### src/rtl/epmp_chk_pkg.sv
package epmp_chk_pkg;

   localparam int CFG_W  = 8;
   localparam int PERM_W = 3;
   localparam int IDX_W  = 4;

   typedef logic [PERM_W-1:0] perm_t;

   localparam perm_t PERM_NONE = 3'b000;
   localparam perm_t PERM_R    = 3'b001;
   localparam perm_t PERM_RW   = 3'b011;
   localparam perm_t PERM_X    = 3'b100;
   localparam perm_t PERM_RX   = 3'b101;
   localparam perm_t PERM_RWX  = 3'b111;

   typedef struct packed {
      logic       lock;
      logic [1:0] rsvd;
      logic [1:0] amode;
      logic       x;
      logic       w;
      logic       r;
   } entry_cfg_t;

   // machine mode under lockdown, index {L,R,W,X}
   function automatic perm_t lockdown_m_perm(input logic [IDX_W-1:0] idx);
      perm_t p;
      case (idx)
         4'd2, 4'd3, 4'd14: p = PERM_RW;
         4'd9, 4'd10:       p = PERM_X;
         4'd11, 4'd13:      p = PERM_RX;
         4'd12, 4'd15:      p = PERM_R;
         default:           p = PERM_NONE;
      endcase
      return p;
   endfunction

   // lower privilege under lockdown, index {L,R,W,X}
   function automatic perm_t lockdown_u_perm(input logic [IDX_W-1:0] idx);
      perm_t p;
      case (idx)
         4'd1, 4'd10, 4'd11: p = PERM_X;
         4'd2, 4'd4, 4'd15:  p = PERM_R;
         4'd3, 4'd6:         p = PERM_RW;
         4'd5:               p = PERM_RX;
         4'd7:               p = PERM_RWX;
         default:            p = PERM_NONE;
      endcase
      return p;
   endfunction

endpackage

### src/rtl/epmp_first_hit.sv
module epmp_first_hit
   import epmp_chk_pkg::*;
#(
   parameter int NUM_ENTRIES = 16
) (
   input  logic [NUM_ENTRIES-1:0]       rng_lo_hit,
   input  logic [NUM_ENTRIES-1:0]       rng_hi_hit,
   input  logic [NUM_ENTRIES*CFG_W-1:0] entry_cfg,
   output logic                         any_hit,
   output logic [IDX_W-1:0]             sel_idx
);

   entry_cfg_t             ent [NUM_ENTRIES];
   logic [NUM_ENTRIES-1:0] hit;
   logic [NUM_ENTRIES-1:0] first;
   logic [NUM_ENTRIES-1:0] unused_rsvd_bits;
   logic                   unused_rsvd;

   for (genvar i = 0; i < NUM_ENTRIES; i++) begin : g_ent
      assign ent[i] = entry_cfg_t'(entry_cfg[i*CFG_W +: CFG_W]);
      assign hit[i] = rng_lo_hit[i] & rng_hi_hit[i] & (ent[i].amode != 2'b00);
      assign unused_rsvd_bits[i] = ^ent[i].rsvd;
   end
   assign unused_rsvd = ^unused_rsvd_bits;

   // lowest index wins
   always_comb begin
      logic found;
      found   = 1'b0;
      first   = '0;
      sel_idx = '0;
      for (int i = 0; i < NUM_ENTRIES; i++) begin
         if (hit[i] && !found) begin
            first[i] = 1'b1;
            sel_idx  = {ent[i].lock, ent[i].r, ent[i].w, ent[i].x};
            found    = 1'b1;
         end
      end
      any_hit = found;
   end

   always_comb begin
      p_first_onehot_r2: assert ($onehot0(first))
         else $error("more than one winning entry");
      for (int i = 0; i < NUM_ENTRIES; i++) begin
         p_first_is_match_r1: assert (!first[i] ||
            (rng_lo_hit[i] && rng_hi_hit[i] && entry_cfg[i*CFG_W+3 +: 2] != 2'b00))
            else $error("winner %0d is not a valid match", i);
      end
   end

endmodule

### src/rtl/epmp_entry_perm.sv
module epmp_entry_perm
   import epmp_chk_pkg::*;
(
   input  logic             priv_m,
   input  logic             lockdown,
   input  logic [IDX_W-1:0] idx,
   output perm_t            allow
);

   perm_t own_bits;
   assign own_bits = {idx[0], idx[1], idx[2]};

   always_comb begin
      if (!lockdown)
         allow = (priv_m && !idx[3]) ? PERM_RWX : own_bits;
      else if (priv_m)
         allow = lockdown_m_perm(idx);
      else
         allow = lockdown_u_perm(idx);
   end

   always_comb begin
      p_legacy_subset_r3: assert (lockdown || (priv_m && !idx[3]) ||
                                  ((allow & ~own_bits) == 3'b000))
         else $error("legacy mask exceeds entry bits");
      p_m_no_write_only_r4: assert (!(lockdown && priv_m) || !(allow[1] && !allow[0]))
         else $error("machine lockdown mask has W without R");
      p_u_full_only_idx7_r5: assert (!(lockdown && !priv_m && allow == PERM_RWX) ||
                                     idx == 4'd7)
         else $error("lower-mode RWX from index %0d", idx);
   end

endmodule

### src/rtl/epmp_default_perm.sv
module epmp_default_perm
   import epmp_chk_pkg::*;
(
   input  logic  priv_m,
   input  logic  lockdown,
   input  logic  whitelist,
   input  logic  req_x,
   output perm_t allow
);

   always_comb begin
      if (whitelist)
         allow = PERM_NONE;
      else if (lockdown)
         allow = (priv_m && !req_x) ? PERM_RW : PERM_NONE;
      else
         allow = priv_m ? PERM_RWX : PERM_NONE;
   end

endmodule

### src/rtl/epmp_perm_check.sv
module epmp_perm_check
   import epmp_chk_pkg::*;
#(
   parameter int NUM_ENTRIES = 16
) (
   input  logic                         priv_m,
   input  logic [2:0]                   req_perm,
   input  logic [NUM_ENTRIES-1:0]       rng_lo_hit,
   input  logic [NUM_ENTRIES-1:0]       rng_hi_hit,
   input  logic [NUM_ENTRIES*8-1:0]     entry_cfg,
   input  logic                         lockdown,
   input  logic                         whitelist,
   output logic [2:0]                   allow_perm,
   output logic                         grant
);

   localparam int CFG_BITS = NUM_ENTRIES * CFG_W;

   if (NUM_ENTRIES < 1 || NUM_ENTRIES > 64) begin : g_bad_entries
      $error("NUM_ENTRIES must lie in 1..64");
   end
   if (CFG_BITS != NUM_ENTRIES * 8) begin : g_bad_cfg
      $error("configuration byte width mismatch");
   end

   logic             any_hit;
   logic [IDX_W-1:0] sel_idx;
   perm_t            rule_allow;
   perm_t            dflt_allow;

   epmp_first_hit #(.NUM_ENTRIES(NUM_ENTRIES)) u_first (
      .rng_lo_hit (rng_lo_hit),
      .rng_hi_hit (rng_hi_hit),
      .entry_cfg  (entry_cfg),
      .any_hit    (any_hit),
      .sel_idx    (sel_idx)
   );

   epmp_entry_perm u_rule (
      .priv_m   (priv_m),
      .lockdown (lockdown),
      .idx      (sel_idx),
      .allow    (rule_allow)
   );

   epmp_default_perm u_dflt (
      .priv_m    (priv_m),
      .lockdown  (lockdown),
      .whitelist (whitelist),
      .req_x     (req_perm[2]),
      .allow     (dflt_allow)
   );

   assign allow_perm = any_hit ? rule_allow : dflt_allow;
   assign grant      = ((req_perm & allow_perm) == req_perm);

   always_comb begin
      p_grant_subset_r9: assert (!grant || ((req_perm & ~allow_perm) == 3'b000))
         else $error("grant with missing permission");
      p_whitelist_deny_r6: assert (any_hit || !whitelist || allow_perm == PERM_NONE)
         else $error("whitelist default not empty");
      p_lockdown_dflt_r7: assert (any_hit || whitelist || !lockdown ||
                                  allow_perm == ((priv_m && !req_perm[2]) ? PERM_RW : PERM_NONE))
         else $error("lockdown default wrong");
      p_open_dflt_r8: assert (any_hit || whitelist || lockdown ||
                              allow_perm == (priv_m ? PERM_RWX : PERM_NONE))
         else $error("open default wrong");
   end

endmodule

### config.mk
export PLATFORM = sky130hd
export DESIGN_NAME = epmp_perm_check
export DESIGN_NICKNAME = d
export VERILOG_FILES = /design/src/rtl/epmp_chk_pkg.sv /design/src/rtl/epmp_first_hit.sv /design/src/rtl/epmp_entry_perm.sv /design/src/rtl/epmp_default_perm.sv /design/src/rtl/epmp_perm_check.sv
export SDC_FILE = /design/constraint.sdc
export NUM_CORES = 1
export LEC_CHECK = 0
export ABC_AREA = 1
export BUFFER_PORTS_ARGS = -buffer_cell sky130_fd_sc_hd__buf_4
export CORE_UTILIZATION = 39
export DETAILED_ROUTE_END_ITERATION = 16
export PLACE_DENSITY = 0.87
export SLEW_MARGIN = 10
export SYNTH_ARGS = -nofsm -noshare
export SYNTH_HDL_FRONTEND = slang
export SYNTH_SLANG_ARGS = --single-unit
### constraint.sdc
create_clock -name vclk -period 2.57
set_clock_uncertainty 0.05 [all_clocks]
set_input_delay 0.1285 -clock vclk [all_inputs]
set_output_delay 0.1285 -clock vclk [all_outputs]
set_load 0.05 [all_outputs]
After elaboration in Yosys (flattened, before gate mapping)
Memory sizes are Yosys's and may differ from the RTL's.
Index checks and enable logic that the tools add are counted.
Operators by class
  multiplexer cells: 40
  bitwise logic cells: 33
  reduce and logical (&&, ||, !) cells: 50
  equal/unequal tests: 1
Operators with widths (number)
  4-bit 2-to-1 mux: 16
  1-bit AND: 32
  2-bit nonzero test: 16
  3-bit 2-to-1 mux: 7
  1-bit logical AND: 17
  1-bit logical NOT: 17
  1-bit 2-to-1 mux: 16
  3-bit AND: 1
  3-bit equality test: 1
  2-bit 2-to-1 mux: 1
Word-level totals
  word-level logic and storage cells: 126
  output and inout port bits: 4
  input port bits: 166
  register bits after elaboration: 0
  ROM bits: 96
  memories kept: 2
Memories
  (no name shown): depth 16, bits a word 3, read ports 1, clocked after Yosys merged registers in 0, write ports 0, RTL line epmp_chk_pkg.sv:28  | case (idx)
  (no name shown): depth 16, bits a word 3, read ports 1, clocked after Yosys merged registers in 0, write ports 0, RTL line epmp_chk_pkg.sv:41  | case (idx)

Depth between registers and ports, before layout
Gate-level depths: netlist (run 1).
  depth in word-level cells: 55
  depth in mapped cells: 25
  mapped depth without buffers: 25

By module
A second synthesis (run 1) with hierarchy kept.
Unflattened totals
  cells, all modules: 273
  area, all modules: 1287.5 um2
Modules (own cells, without submodules)
  epmp_first_hit: area an instance 984.7 um2, cells an instance 201, sequential area each 0.0 um2, times used 1
  epmp_entry_perm: area an instance 197.7 um2, cells an instance 49, sequential area each 0.0 um2, times used 1
  epmp_perm_check: area an instance 72.6 um2, cells an instance 16, sequential area each 0.0 um2, times used 1
  epmp_default_perm: area an instance 32.5 um2, cells an instance 7, sequential area each 0.0 um2, times used 1

Worst setup path after synthesis (run 1)
No wires, ideal clock.
  kind: input port to output port
  start point: input port rng_lo_hit[1]
  end point: output port grant
  path slack: -0.429 ns
  stages on the path: 21
  arrival time: 2.821 ns
  buffers on the path: 0
  required time: 2.391 ns
  cell sequence: nand2_1 > inv_1 > nand2_2 > nand3_4 > nor2_4 > nand4_2 > nor2_4 > nand3_4 > nor3_4 > nand4_1 > inv_1 > nor2_1 > nand3_2 > nand2_1 > nand2_1 > nand3_1 > nand3_1 > nand2_1 > nand2_1 > nor2_1 > nor2_1
On the way
  cells in the longest elaborated chain, start to end: 53
  elaborated cells on any way between the ends: 71
  those cells by class: 1 x eq/ne; 34 x mux; 3 x bitwise; 31 x reduce/logical; 2 x memory
Ends and longest elaborated chain
  from (decl): RTL line epmp_perm_check.sv:8  | input logic [NUM_ENTRIES-1:0] rng_lo_hit,
  1-bit AND * (2 in a row): RTL line epmp_first_hit.sv:21  | assign hit[i] = rng_lo_hit[i] & rng_hi_hit[i] & (ent[i].amode != 2'b00);
  1-bit logical AND *: RTL line epmp_first_hit.sv:33  | if (hit[i] && !found) begin
  parallel branches: the longest is 47 deep, another holds 1-bit 2-to-1 mux
  3-bit 2-to-1 mux *: RTL line epmp_perm_check.sv:54  | assign allow_perm = any_hit ? rule_allow : dflt_allow;
  via allow_perm[2]: RTL line epmp_perm_check.sv:13  | output logic [2:0] allow_perm,
  3-bit AND *: RTL line epmp_perm_check.sv:55  | assign grant = ((req_perm & allow_perm) == req_perm);
  3-bit equality test *: RTL line epmp_perm_check.sv:55
  to (decl): RTL line epmp_perm_check.sv:14  | output logic grant
Mark *: on every way through the listed nets, which the timed path passes.

Worst setup path after layout (run 1)
  start point: input port rng_hi_hit[1]
  end point: output port grant
On the way
  cells in the longest elaborated chain, start to end: 53
  elaborated cells on any way between the ends: 71
  those cells by class: 1 x eq/ne; 34 x mux; 3 x bitwise; 31 x reduce/logical; 2 x memory
Ends and longest elaborated chain
  from (decl): RTL line epmp_perm_check.sv:9  | input logic [NUM_ENTRIES-1:0] rng_hi_hit,
  1-bit AND * (2 in a row): RTL line epmp_first_hit.sv:21
  1-bit logical AND *: RTL line epmp_first_hit.sv:33
  parallel branches: the longest is 47 deep, another holds 1-bit 2-to-1 mux
  3-bit 2-to-1 mux *: RTL line epmp_perm_check.sv:54
  3-bit AND *: RTL line epmp_perm_check.sv:55
  3-bit equality test *: RTL line epmp_perm_check.sv:55
Mark *: on every way between the ends.

==> results of run 1 <==
path summary, 6_finish.rpt:
check                         start  slack, ns     to
worst max-delay path  rng_hi_hit[1]      -0.20  grant
worst min-delay path    req_perm[0]       0.62  grant
Yosys cell counts, drive strengths merged:
| master | number | area share (%) |
|---|---|---|
| clkinv | 2 | 0.42 |
| inv | 71 | 15 |
| nand2 | 82 | 19 |
| nand3 | 67 | 22 |
| nand3b | 1 | 0.42 |
| nand4 | 32 | 13 |
| nor2 | 107 | 28 |
| nor3 | 1 | 0.91 |
| o2111ai | 1 | 0.49 |
| o211a | 2 | 1.1 |
routing by layer:
metal  up-vias  global-route usage [%]
li1       1517                       -
met1      1358                    33.9
met2       156                    50.4
met3        36                    1.31
met4         0                    7.26
met5         -                       0
layout make-up:
| type | instances | area [um^2] |
|---|---|---|
| fillers | 317 | 976 |
| repair buffers | 167 | 1320 |
| inverters | 73 | 282 |
| multi-input cells | 295 | 1740 |
| well taps | 52 | 65.1 |
what timing repair did:
| item | in CTS | in global routing |
|---|---|---|
| cloned | 0 | 2 |
| endpoints found under the hold margin | 0 | 0 |
| buffers inserted | 2 | 7 |
| pin swaps | 1 | 37 |
| endpoints found under the setup margin | 4 | 4 |
| gates resized for setup | 13 | 59 |
per-stage QoR:
stage | hold slack, ns | utilization, % | TNS, ns | cells | power, W
2_1_floorplan | 0.440 | - | 0 | 366 | 0.000346
3_3_place_gp | 0.651 | 69.4 | -0.244 | 576 | 0.000603
3_5_place_dp | 0.664 | 69.4 | -0.592 | 576 | 0.000615
4_1_cts | 0.622 | 70.9 | -0.184 | 578 | 0.000640
5_1_grt | 0.649 | 77.7 | -1.33 | 587 | 0.000797
6_report | 0.617 | 77.7 | -0.396 | 587 | 0.000738
worst min-delay path: cells and delay by family:
| kind | cells | cell delay (ns) |
|---|---|---|
| AND/OR/NAND/NOR | 3 | 0.20 |
| buffers and inverters | 2 | 0.22 |
power by group through the flow:
stage                     logic (W)  registers, W  clock network [W]
after floorplan            0.000346             0                  0
after global placement     0.000603             0                  0
after detailed placement   0.000615             0                  0
after CTS                  0.000640             0                  0
after global routing       0.000797             0                  0
final                      0.000738             0                  0
kinds of logic after synthesis:
kind of cell | after synthesis
AOI/OAI and AO/OA | 3
buffers and inverters | 73
and+or+nand+nor | 290
==> impl_metrics.env, run 1 <==
export IMPL_start_util_pct=40.6
export IMPL_post_place_ws_ns=-0.283
export IMPL_synthXorXnorAreaFrac_pct=0
export IMPL_crit_family="simple AND/OR/NAND/NOR gates"
export IMPL_switching_share_pct=53.5
export IMPL_avgViaCountPerCell=5.22
export IMPL_synth_fp_nets=532
export IMPL_port_buffers=138
export IMPL_synth_compound_area_share_pct=1.62
export IMPL_max_stage_delay_ns=0.21
export IMPL_grt_max_degree=11
export IMPL_met1_length_mm=3.11
export IMPL_row_count=24
export IMPL_area_delta_synth_final_pct=91.4
export IMPL_rsz0062_at_grt="yes"
export IMPL_cp_depth=25
export IMPL_worst_hold_path_type="primary input to output pin"
export IMPL_max_freq_mhz=362
export IMPL_ant_nets=0
export IMPL_seq_cells=0
export IMPL_final_common_cell="buf_4"
export IMPL_dieArea_um2=4840
export IMPL_yosys_warnings=0
export IMPL_cap_violations=0
export IMPL_switchingPower_w=0.000395
export IMPL_grt_pass1_vias=2807
export IMPL_grt_pass1_wl_mm=11.3
export IMPL_hold_depth=5
export IMPL_top_layer_used="met4"
export IMPL_hold_viol=0
export IMPL_end_kind="output pin"
export IMPL_crit_path_frequent_cell="nand2_1"
export IMPL_criticalPathCategory="primary input to output pin"
export IMPL_arrival_ns=2.59
export IMPL_power_frac_clock_pct=0
export IMPL_violations="setup timing"
export IMPL_hpwlAfterDp_mm=5.86
export IMPL_grt_overflow_total=0
export IMPL_slew_violations=0
export IMPL_antenna_found_initial=0
export IMPL_gp_congestion=0.932
export IMPL_setup_violations=4
export IMPL_max_slew_margin_pct=66.0
export IMPL_cts_hold_buffers=0
export IMPL_dr_wl_met3_um=425
export IMPL_synth_simple_area_share_pct=83.0
export IMPL_ys_seq_area_share_pct=0
export IMPL_nets=703
export IMPL_peakVddDrop_mv=0.120
export IMPL_slowest_stage="nor2_4"
export IMPL_leakage_nw=2.03
export IMPL_vias=3067
export IMPL_grt_use_total_pct=27.2
export IMPL_tightest_slew_ns=0.508
export IMPL_routed_wl_met2_mm=3.89
export IMPL_cp_num_buf_inv=2
export IMPL_synth_area_um2=1780
export IMPL_powerDensity_nw_per_um2=216
export IMPL_post_route_min_period_ns=2.77
export IMPL_status="finished, violations left"
export IMPL_die_x_um=69.6
export IMPL_io_pins=170
export IMPL_layout_drive_gt1_share_pct=45.4
export IMPL_drc=0
export IMPL_drtIter0Drc=195
export IMPL_worst_slack_ns=-0.196
export IMPL_comb_power_share_pct=100.0
export IMPL_wl_per_cell_um=13.2
export IMPL_final_cell_area_um2=3410
export IMPL_wl_mm=7.77
export IMPL_layout_area_seq_um2=0
export IMPL_chipHeight_um=69.6
export IMPL_layout_common_cells="151 x buf_4, 78 x nor2_1, 67 x nand2_1"
export IMPL_crit_required_ns=2.39
export IMPL_fin_crit_sh_pct=108
export IMPL_syn_inst=366
export IMPL_synthAdderAreaFrac_pct=0
export IMPL_synth_cell_types=20
export IMPL_syn_avg_cell_area_um2=4.86
export IMPL_clkbuf_count=0
export IMPL_antenna_cells=0
export IMPL_crit_path_start_kind="primary input"
export IMPL_place_area_um2=3040
export IMPL_first_pass_iters=5
export IMPL_synth_area_mux_share_pct=0
export IMPL_cp_max_fo=6
export IMPL_power_internal_w=0.000343
export IMPL_synth_top_family_by_area="simple AND/OR/NAND/NOR gates"
export IMPL_pwr_share_seq_pct=0
export IMPL_core_area_um2=4380
No activity file was read; power rests on OpenSTA's default activity.
==> run 2, diff against run 1 <==
Settings changed: BUFFER_PORTS_ARGS -buffer_cell sky130_fd_sc_hd__buf_4 to not set, CORE_UTILIZATION 39 to 40, DONT_BUFFER_PORTS set to 1, PLACE_DENSITY 0.87 to 0.56.
==> impl_metrics.env, run 2 (same netlist as run 1, synthesis figures left out) <==
export IMPL_crit_required_ns=2.39
export IMPL_final_cell_area_um2=2260
export IMPL_wl_mm=5.20
export IMPL_status="finished, violations left"
export IMPL_max_stage_delay_ns=0.17
export IMPL_slew_violations=0
export IMPL_place_area_um2=2030
export IMPL_cap_violations=0
export IMPL_grt_pass1_wl_mm=7.33
export IMPL_grt_overflow_total=0
export IMPL_chipHeight_um=68.7
export IMPL_vias=2265
export IMPL_fillers=458
export IMPL_crit_path_frequent_cell="nor2_4"
export IMPL_fin_crit_sh_pct=104
export IMPL_area_delta_synth_final_pct=26.8
export IMPL_arrival_ns=2.49
export IMPL_criticalPathCategory="primary input to output pin"
export IMPL_post_route_min_period_ns=2.67
export IMPL_antenna_cells=0
export IMPL_rsz0062_at_grt="yes"
export IMPL_grt_max_degree=11
export IMPL_slowest_stage="nor2_4"
export IMPL_violations="setup timing"
export IMPL_max_slew_margin_pct=74.3
export IMPL_grt_pass1_vias=1833
export IMPL_die_x_um=68.7
export IMPL_layout_common_cells="84 x nor2_1, 68 x nand2_1, 59 x inv_1"
export IMPL_leakage_nw=1.33
export IMPL_end_kind="output pin"
export IMPL_final_common_cell="nor2_1"
export IMPL_io_pins=170
export IMPL_seq_cells=0
export IMPL_peakVddDrop_mv=0.0966
export IMPL_post_route_util_pct=54.5
export IMPL_port_buffers=0
export IMPL_drtIter0Drc=88
export IMPL_clkbuf_count=0
export IMPL_gp_congestion=0.861
export IMPL_crit_path_start_kind="primary input"
export IMPL_wl_per_cell_um=11.8
export IMPL_worst_slack_ns=-0.0979
export IMPL_row_count=23
export IMPL_cp_max_fo=6
export IMPL_max_freq_mhz=375
export IMPL_dieArea_um2=4720
export IMPL_drc=0
export IMPL_ant_nets=0
export IMPL_hpwlAfterDp_mm=4.41
export IMPL_core_area_um2=4140
export IMPL_grt_use_total_pct=19.7
export IMPL_layout_drive_gt1_share_pct=24.6
export IMPL_antenna_found_initial=0
export IMPL_worst_hold_path_type="primary input to output pin"
export IMPL_first_pass_iters=4
export IMPL_start_util_pct=43.0
export IMPL_powerDensity_nw_per_um2=242
export IMPL_tightest_slew_ns=0.385
export IMPL_setup_violations=1
export IMPL_hold_ws_ns=0.522
export IMPL_crit_chain="nor2_2 > nor2_4 > buf_4 > nor2_4 > nand4_4 > nor2_4 > nand3_4 > buf_6 > nor2_4 > nand4_1 > inv_1 > nor2_1 > nand3_1 > nor2_4 > nor2_2 > nand2_1 > nand2_1 > nand2_1 > nand2_1 > nand2_1 > nand3_1 > nand2_2 > nor2_4 > buf_12"
export IMPL_layout_area_seq_um2=0
export IMPL_nets=558
export IMPL_post_place_ws_ns=-0.0937
export IMPL_hold_viol=0
export IMPL_avgViaCountPerCell=5.15
-- run 2: worst max-delay path, delay by kind of cell --
family / cells / cell delay, ns
buffers and inverters: 4 / 0.48
and+or+nand+nor: 20 / 1.85
-- run 2: power breakdown --
group	switching, W	internal (W)
Combinational	0.000325	0.000220
Clock	0	0
Sequential	0	0
Total	0.000325	0.000220
-- run 2: final timing paths --
path / start / endpoint / slack [ns] / depth (start not counted)
worst max-delay path: entry_cfg[28] / grant / -0.1 / 24
worst min-delay path: req_perm[0] / grant / 0.52 / 4
-- run 2: through the flow --
stage          TNS (ns)  total power (W)  cells
2_1_floorplan         0         0.000346    366
3_3_place_gp    -0.0671         0.000474    435
3_5_place_dp    -0.0937         0.000479    435
4_1_cts         -0.0661         0.000486    435
5_1_grt          -0.905         0.000603    440
6_report        -0.0979         0.000545    440
-- run 2: timing repair --
action	4_1_cts	5_1_grt
setup buffers	0	3
setup endpoints to repair	1	4
resized for setup	4	44
hold buffers	0	0
cloned	0	2
pin swaps	1	43
-- run 2: per-layer routing --
metal | routed length, um | global-route usage, % | share of wire, %
met5 | 0 | 0 | 0
met2 | 2580 | 38.2 | 50
met1 | 2140 | 23.6 | 41
met4 | 15 | 0.255 | 0.29
met3 | 466 | 3.29 | 9.0
-- run 2: cell type report --
cell class                 count  area [um^2]  area share, %
timing repair buffer          22          234           10.4
inverter                      73          277           12.3
multi-input combinational    295         1680           74.6
tap                           50         62.6           2.77
